### config.mk
export PLATFORM = sky130hd
export DESIGN_NAME = cnc_ctrl
export DESIGN_NICKNAME = d
export VERILOG_FILES = /design/src/rtl/cnc_ctrl.sv
export SDC_FILE = /design/constraint.sdc
export NUM_CORES = 2
export LEC_CHECK = 0
export ABC_AREA = 0
export BUFFER_PORTS_ARGS = -buffer_cell sky130_fd_sc_hd__clkbuf_2
export CORE_AREA = 2 2 311 313
export CTS_CLUSTER_SIZE = 25
export DETAILED_ROUTE_END_ITERATION = 8
export DIE_AREA = 0 0 313 315
export PLACE_DENSITY = 0.54
export SLEW_MARGIN = 20
export SYNTH_ARGS = -nofsm -noshare
export SYNTH_HDL_FRONTEND = slang
export SYNTH_SLANG_ARGS = --single-unit
export TNS_END_PERCENT = 10
### constraint.sdc
create_clock -name clk -period 22.5 [get_ports clk]
set_input_delay 2.25 -clock clk [delete_from_list [all_inputs] [get_ports clk]]
set_output_delay 2.25 -clock clk [all_outputs]
set_load 0.02 [all_outputs]
### src/rtl/cnc_ctrl.sv
module cnc_ctrl #(
  parameter int ENT = 8,
  parameter int DIM = 2,
  parameter int CW  = 8,
  parameter int DW  = 10,
  parameter int FB  = 8,
  parameter int KW  = 9,
  parameter int AW  = 10,
  parameter int LW  = 4,
  localparam int IW = $clog2(ENT)
) (
  input  logic              clk,
  input  logic              rst_n,
  input  logic              mode_knn,
  input  logic [KW-1:0]     coef_far,
  input  logic [KW-1:0]     coef_near,
  input  logic [AW-1:0]     alpha,
  input  logic              q_valid,
  output logic              q_ready,
  input  logic [DIM*CW-1:0] q_pos,
  input  logic [DW-1:0]     q_rad,
  output logic              hit_valid,
  output logic [IW-1:0]     hit_idx,
  output logic              srch_valid,
  output logic              srch_inf,
  output logic [DIM*CW-1:0] srch_pos,
  output logic [DW-1:0]     srch_rad,
  input  logic              done_valid,
  input  logic [DW-1:0]     done_dk,
  input  logic [DW-1:0]     done_dk1,
  input  logic [LW-1:0]     done_cnt,
  output logic              wr_valid,
  output logic [IW-1:0]     wr_idx,
  output logic [LW-1:0]     wr_len
);
  localparam int XW = 2*CW + 2;
  localparam int MW = 2*(CW + DW) + 4;
  localparam int PW = DW + KW;
  localparam int RW = DW + AW;
  localparam logic [DW-1:0] DMAX = {DW{1'b1}};
  localparam logic [IW-1:0] LAST = IW'(ENT-1);

  typedef enum logic [1:0] {S_IDLE, S_SCAN, S_WAIT} st_t;
  st_t st;

  logic              ev [ENT];
  logic [DIM*CW-1:0] ep [ENT];
  logic [DW-1:0]     ec [ENT];
  logic [IW-1:0]     age[ENT];

  logic [DIM*CW-1:0] qp;
  logic [DW-1:0]     qr;
  logic [IW-1:0]     idx, best_idx, best_age, lru;
  logic              found;

  // squared separation between latched query and scanned slot
  logic [MW-1:0] sep;
  always_comb begin
    logic signed [XW-1:0] a, b, dx, sq;
    sep = '0;
    for (int d = 0; d < DIM; d++) begin
      a   = XW'($signed(qp[d*CW +: CW]));
      b   = XW'($signed(ep[idx][d*CW +: CW]));
      dx  = a - b;
      sq  = dx * dx;
      sep = sep + MW'($unsigned(sq));
    end
  end

  logic signed [DW+1:0] thr;
  logic [MW-1:0] thr_sq;
  logic thr_pos, hit_now, take, fin_found;
  logic [IW-1:0] fin_idx;

  assign thr       = $signed({2'b00, ec[idx]}) - $signed({2'b00, (mode_knn ? {DW{1'b0}} : qr)});
  assign thr_pos   = !thr[DW+1] && (thr != '0);
  assign thr_sq    = MW'(thr[DW-1:0]) * MW'(thr[DW-1:0]);
  assign hit_now   = ev[idx] && thr_pos && (sep < thr_sq);
  assign take      = hit_now && (!found || (age[idx] < best_age));
  assign fin_found = found || hit_now;
  assign fin_idx   = take ? idx : best_idx;

  // k-nearest threshold from the two farthest distances
  logic [PW-1:0] pa, pb, pshift;
  logic signed [PW:0] pd;
  logic [DW-1:0] c_knn;
  assign pa     = PW'(done_dk1) * PW'(coef_far);
  assign pb     = PW'(done_dk)  * PW'(coef_near);
  assign pd     = $signed({1'b0, pa}) - $signed({1'b0, pb});
  assign pshift = pd[PW-1:0] >> FB;
  assign c_knn  = (pd[PW] || pd == '0) ? '0 :
                  (pshift > PW'(DMAX)) ? DMAX : pshift[DW-1:0];

  // enlarged radius for radius-mode misses
  logic [RW-1:0] pr, prs;
  logic [DW-1:0] rad_x;
  assign pr    = RW'(qr) * RW'(alpha);
  assign prs   = pr >> FB;
  assign rad_x = (prs > RW'(DMAX)) ? DMAX : prs[DW-1:0];

  always_comb begin
    lru = '0;
    for (int i = 0; i < ENT; i++)
      if (age[i] == LAST) lru = IW'(i);
  end

  logic          prom_en;
  logic [IW-1:0] prom_slot;
  assign prom_en   = (st == S_SCAN && idx == LAST && fin_found) || (st == S_WAIT && done_valid);
  assign prom_slot = (st == S_WAIT) ? lru : fin_idx;

  always_ff @(posedge clk or negedge rst_n) begin
    if (!rst_n) begin
      for (int i = 0; i < ENT; i++) age[i] <= IW'(i);
    end else if (prom_en) begin
      for (int i = 0; i < ENT; i++) begin
        if (IW'(i) == prom_slot)        age[i] <= '0;
        else if (age[i] < age[prom_slot]) age[i] <= age[i] + 1'b1;
      end
    end
  end

  always_ff @(posedge clk or negedge rst_n) begin
    if (!rst_n) begin
      st <= S_IDLE;
      qp <= '0; qr <= '0;
      idx <= '0; found <= 1'b0; best_idx <= '0; best_age <= '0;
      hit_valid <= 1'b0; hit_idx <= '0;
      srch_valid <= 1'b0; srch_inf <= 1'b0; srch_rad <= '0;
      wr_valid <= 1'b0; wr_idx <= '0; wr_len <= '0;
      for (int i = 0; i < ENT; i++) begin
        ev[i] <= 1'b0; ep[i] <= '0; ec[i] <= '0;
      end
    end else begin
      hit_valid  <= 1'b0;
      srch_valid <= 1'b0;
      wr_valid   <= 1'b0;
      case (st)
        S_IDLE: if (q_valid) begin
          qp <= q_pos; qr <= q_rad;
          idx <= '0; found <= 1'b0;
          st <= S_SCAN;
        end
        S_SCAN: begin
          if (take) begin
            found <= 1'b1; best_idx <= idx; best_age <= age[idx];
          end
          if (idx == LAST) begin
            if (fin_found) begin
              hit_valid <= 1'b1; hit_idx <= fin_idx;
              st <= S_IDLE;
            end else begin
              srch_valid <= 1'b1;
              srch_inf   <= mode_knn;
              srch_rad   <= mode_knn ? DMAX : rad_x;
              st <= S_WAIT;
            end
          end else begin
            idx <= idx + 1'b1;
          end
        end
        S_WAIT: if (done_valid) begin
          ev[lru] <= 1'b1;
          ep[lru] <= qp;
          ec[lru] <= mode_knn ? c_knn : srch_rad;
          wr_valid <= 1'b1;
          wr_idx   <= lru;
          wr_len   <= !mode_knn ? done_cnt : (done_cnt == '0 ? '0 : done_cnt - 1'b1);
          st <= S_IDLE;
        end
        default: st <= S_IDLE;
      endcase
    end
  end

  assign q_ready  = (st == S_IDLE);
  assign srch_pos = qp;
endmodule

==> flow_summary.json <==
{
  "run_status": "finished clean",
  "die_y_um": 315,
  "setup_repair_after_global_routing_missed_its_margin": "false",
  "clk_pin_slew_ns": 0.07,
  "cts_made_buffers": 31,
  "routed_wire_length_per_instance_um": 16.22,
  "arrival_ns": 14.41,
  "whs_endpoint": "ev[5]",
  "placementRows": 114,
  "cts.sinks": 302,
  "io_buffer_count": 123,
  "yosys_register_bits": 302,
  "finalCriticalPeriod_ns": 13.89,
  "initial_utilization_pct": 34.58,
  "route.detailed.vias_per_inst": 4.860,
  "worstMarginPinSlew_ns": 1.138,
  "route.vias.total": 22685,
  "timing.hold.worst.class": "reg -> reg",
  "yosys.area.top_type": "fa_1",
  "finalNetCount": 4167,
  "report.final.slew_viol_count": 0,
  "relative_slew_slack_pct": 24.12,
  "first_iter_violations": 1054,
  "cts_max_path_buffers": 3,
  "cpPeakStageDelay_ns": 0.83,
  "cts_hold_repair.buffers": 0,
  "nature_of_the_critical_path_startpoint": "register",
  "post_cts_setup_buffer_count": 0,
  "wl_um": 75720,
  "crit_type": "reg -> reg",
  "synth_top_cell_area_share_pct": 22.44,
  "drive_gt1_share_pct": 14.54,
  "timing.reg2reg.setup_slack_ns": 8.61,
  "hold_path_depth": 1,
  "deepest_level_of_the_cts_h_tree": 1,
  "max_cap_viol_count": 0,
  "hp-start": "ev[5]",
  "grt_max_degree": 128,
  "gr-usage-all-layers_pct": 15.81,
  "area_growth_syn_to_layout_pct": 9.281,
  "fin_crit_sh_pct": 61.74,
  "r2r_end": "age[3]",
  "num_io_pins": 124,
  "synth-async-reset-ratio_pct": 100.0,
  "grt-ovfl-total": 0,
  "synthCells": 3301,
  "top_cells_by_area_in_the_synthesized_netlist": "fa_1, dfrtp_1, ha_1, inv_1, mux2_2",
  "clk_latency_worst_skew_pair_ns": 0.58,
  "r2r.worst_path.cells": 52,
  "ys.flop_type": "dfrtp_1",
  "grt_antenna_before_repair": 0,
  "timing.critical_path.fanout_max": 38,
  "yosys.cell_types.count": 93,
  "crit_path_top_delay_cell": "dfrtp_4",
  "post_cts_resized": 0,
  "synth.cell_area_mm2": 0.03310,
  "synth.avg_cell_area_um2": 10.03,
  "dpl.hpwl_um": 58570,
  "max_freq_mhz": 71.98,
  "antenna_left": 0,
  "worst_ep_required_time_ns": 23.02,
  "die_w_um": 313,
  "critical_path.endpoint_type": "register",
  "setup_violations": 0,
  "synth-warning-count": 0,
  "most_repeated_library_cell_on_the_critical_path": "inv_1",
  "synth.yosys.seq_area_share_pct": 22.88,
  "first_global_vias": 23957,
  "cts_root_buffer": "clkbuf_16",
  "fillerInstances": 9566,
  "tritoncts_clock_tree": "done",
  "detail_route.drc_violations": 0,
  "fin_setup_tns_ns": 0,
  "global_route_wire_length_before_repair_um": 126800,
  "synthesis.nets": 4100,
  "design.core.area_mm2": 0.09571,
  "clock-skew-final_ns": 0.01228,
  "synth_enable_flop_cells": 0,
  "routabilityCongestion": 0.8169,
  "detail_route.first_pass.iterations": 6,
  "die_area_mm2": 0.09860,
  "r2r_start": "idx[0]",
  "hold_violations": 0
}
## worst max-delay path by stage
stage | start | endpoint | slack [ns]
after global routing | idx[0] | age[3] | 7.37
after floorplan | idx[0] | age[6] | 9.32
after CTS | idx[0] | age[3] | 8.47
final | idx[0] | age[3] | 8.61
after detailed placement | mode_knn | age[3] | 8.42
after global placement | mode_knn | age[3] | 8.62
## synth_stat cells, types with 6 or more instances
library cell  number
fa_1             371
nor2_1           197
a31oi_1            6
nand2b_1          25
a21oi_1          128
mux2i_1           23
xor2_1            31
clkbuf_1         101
nand3_1           19
xnor2_1           73
a211oi_1          12
nand2_1          339
or3_1             12
mux4_2            60
a22o_1            10
ha_1             345
nor2b_1           14
o211ai_1          11
nor3_1            22
nor4_1            11
o21a_1            31
o21ai_1            8
a32o_1             6
buf_1              7
o21ai_0          101
dfrtp_1          290
o21bai_1          28
mux2_2           168
o22a_1            11
o31ai_1            7
a21o_1            42
dfstp_2           12
and2_1           131
or2_2              7
inv_1            541
## layout make-up
cell class	count	area [µm²]	area share [%]
multi-input combinational	2343	23070	63.78
sequential	302	7579	20.95
inverter	544	2044	5.653
tap	1276	1597	4.414
clock buffer	36	834.6	2.307
timing repair buffer	146	802.0	2.218
clock inverter	20	240.2	0.6642
antenna	1	2.502	0.006919
## logic make-up (layout without fill, tap and decap cells)
family | after synthesis | count (layout) | share of synthesized area, %
fa+ha+maj | 719 | 719 | 35.58
buf+inv | 656 | 746 | 7.508
other cells | 0 | 1 | 0
flops | 302 | 302 | 22.88
simple gates | 808 | 808 | 11.19
mux | 255 | 255 | 10.72
compound gates | 455 | 455 | 9.198
xor+xnor | 106 | 106 | 2.919
## sequential cells by signal, indices dropped and copies added, names as in the netlist, 4 cells and up
register and count:
ev 8, age 24, srch_pos 16, qr 10, srch_rad 10, wr_len 4, ec 80, ep 128
## worst max-delay path: cells and delay by family, from the launching register on
family	cells	cell delay (ns)
compound gates	22	4.66
fa+ha+maj	10	3.98
mux	5	1.64
buf+inv	8	1.25
flops	1	0.83
xor+xnor	3	0.76
simple gates	4	0.68
## routing by layer
layer	vias to the layer above	wire, µm	track usage (%)
met3	58	2343	1.539
met1	11438	35340	21.49
met2	273	36910	27.56
li1	10916	-	-
met5	-	0	0
met4	0	1128	2.893
## placed cells by master, fill, tap and decap left out, types with 6 or more instances in the layout
master	n
o31ai_1	7
o211ai_1	11
and2_1	130
nand2b_1	25
dfrtp_1	287
xor2_1	31
o21ai_1	8
a211oi_1	12
or3_1	12
clkbuf_2	122
a21oi_1	128
a32o_1	6
xnor2_1	73
mux2i_1	23
a31oi_1	6
nand2_1	336
o21bai_1	28
clkbuf_16	31
nor4_1	10
inv_1	541
or2_2	7
mux4_2	60
a22o_1	10
o21ai_0	101
nor2b_1	14
ha_1	345
nor3_1	20
o21a_1	31
mux2_2	168
nor2_1	197
nand3_1	19
a21o_1	42
fa_1	371
dfstp_2	12
o22a_1	11
buf_4	22
## through the flow
step | util (%) | instances | hold WS [ns] | instance area (µm²) | setup slack, ns
2_1_floorplan | - | 3301 | 0.4289 | 33100 | 9.321
3_3_place_gp | 36.65 | 4610 | 0.4453 | 35080 | 8.624
3_5_place_dp | 36.65 | 4610 | 0.4476 | 35080 | 8.419
4_1_cts | 37.77 | 4666 | 0.4646 | 36150 | 8.470
5_1_grt | 37.79 | 4667 | 0.4755 | 36160 | 7.372
6_report | 37.79 | 4668 | 0.4643 | 36170 | 8.608
Power is left out: the tool's default activity adds up to more than one toggle a clock period on the data nets, which glitch-free logic cannot reach.
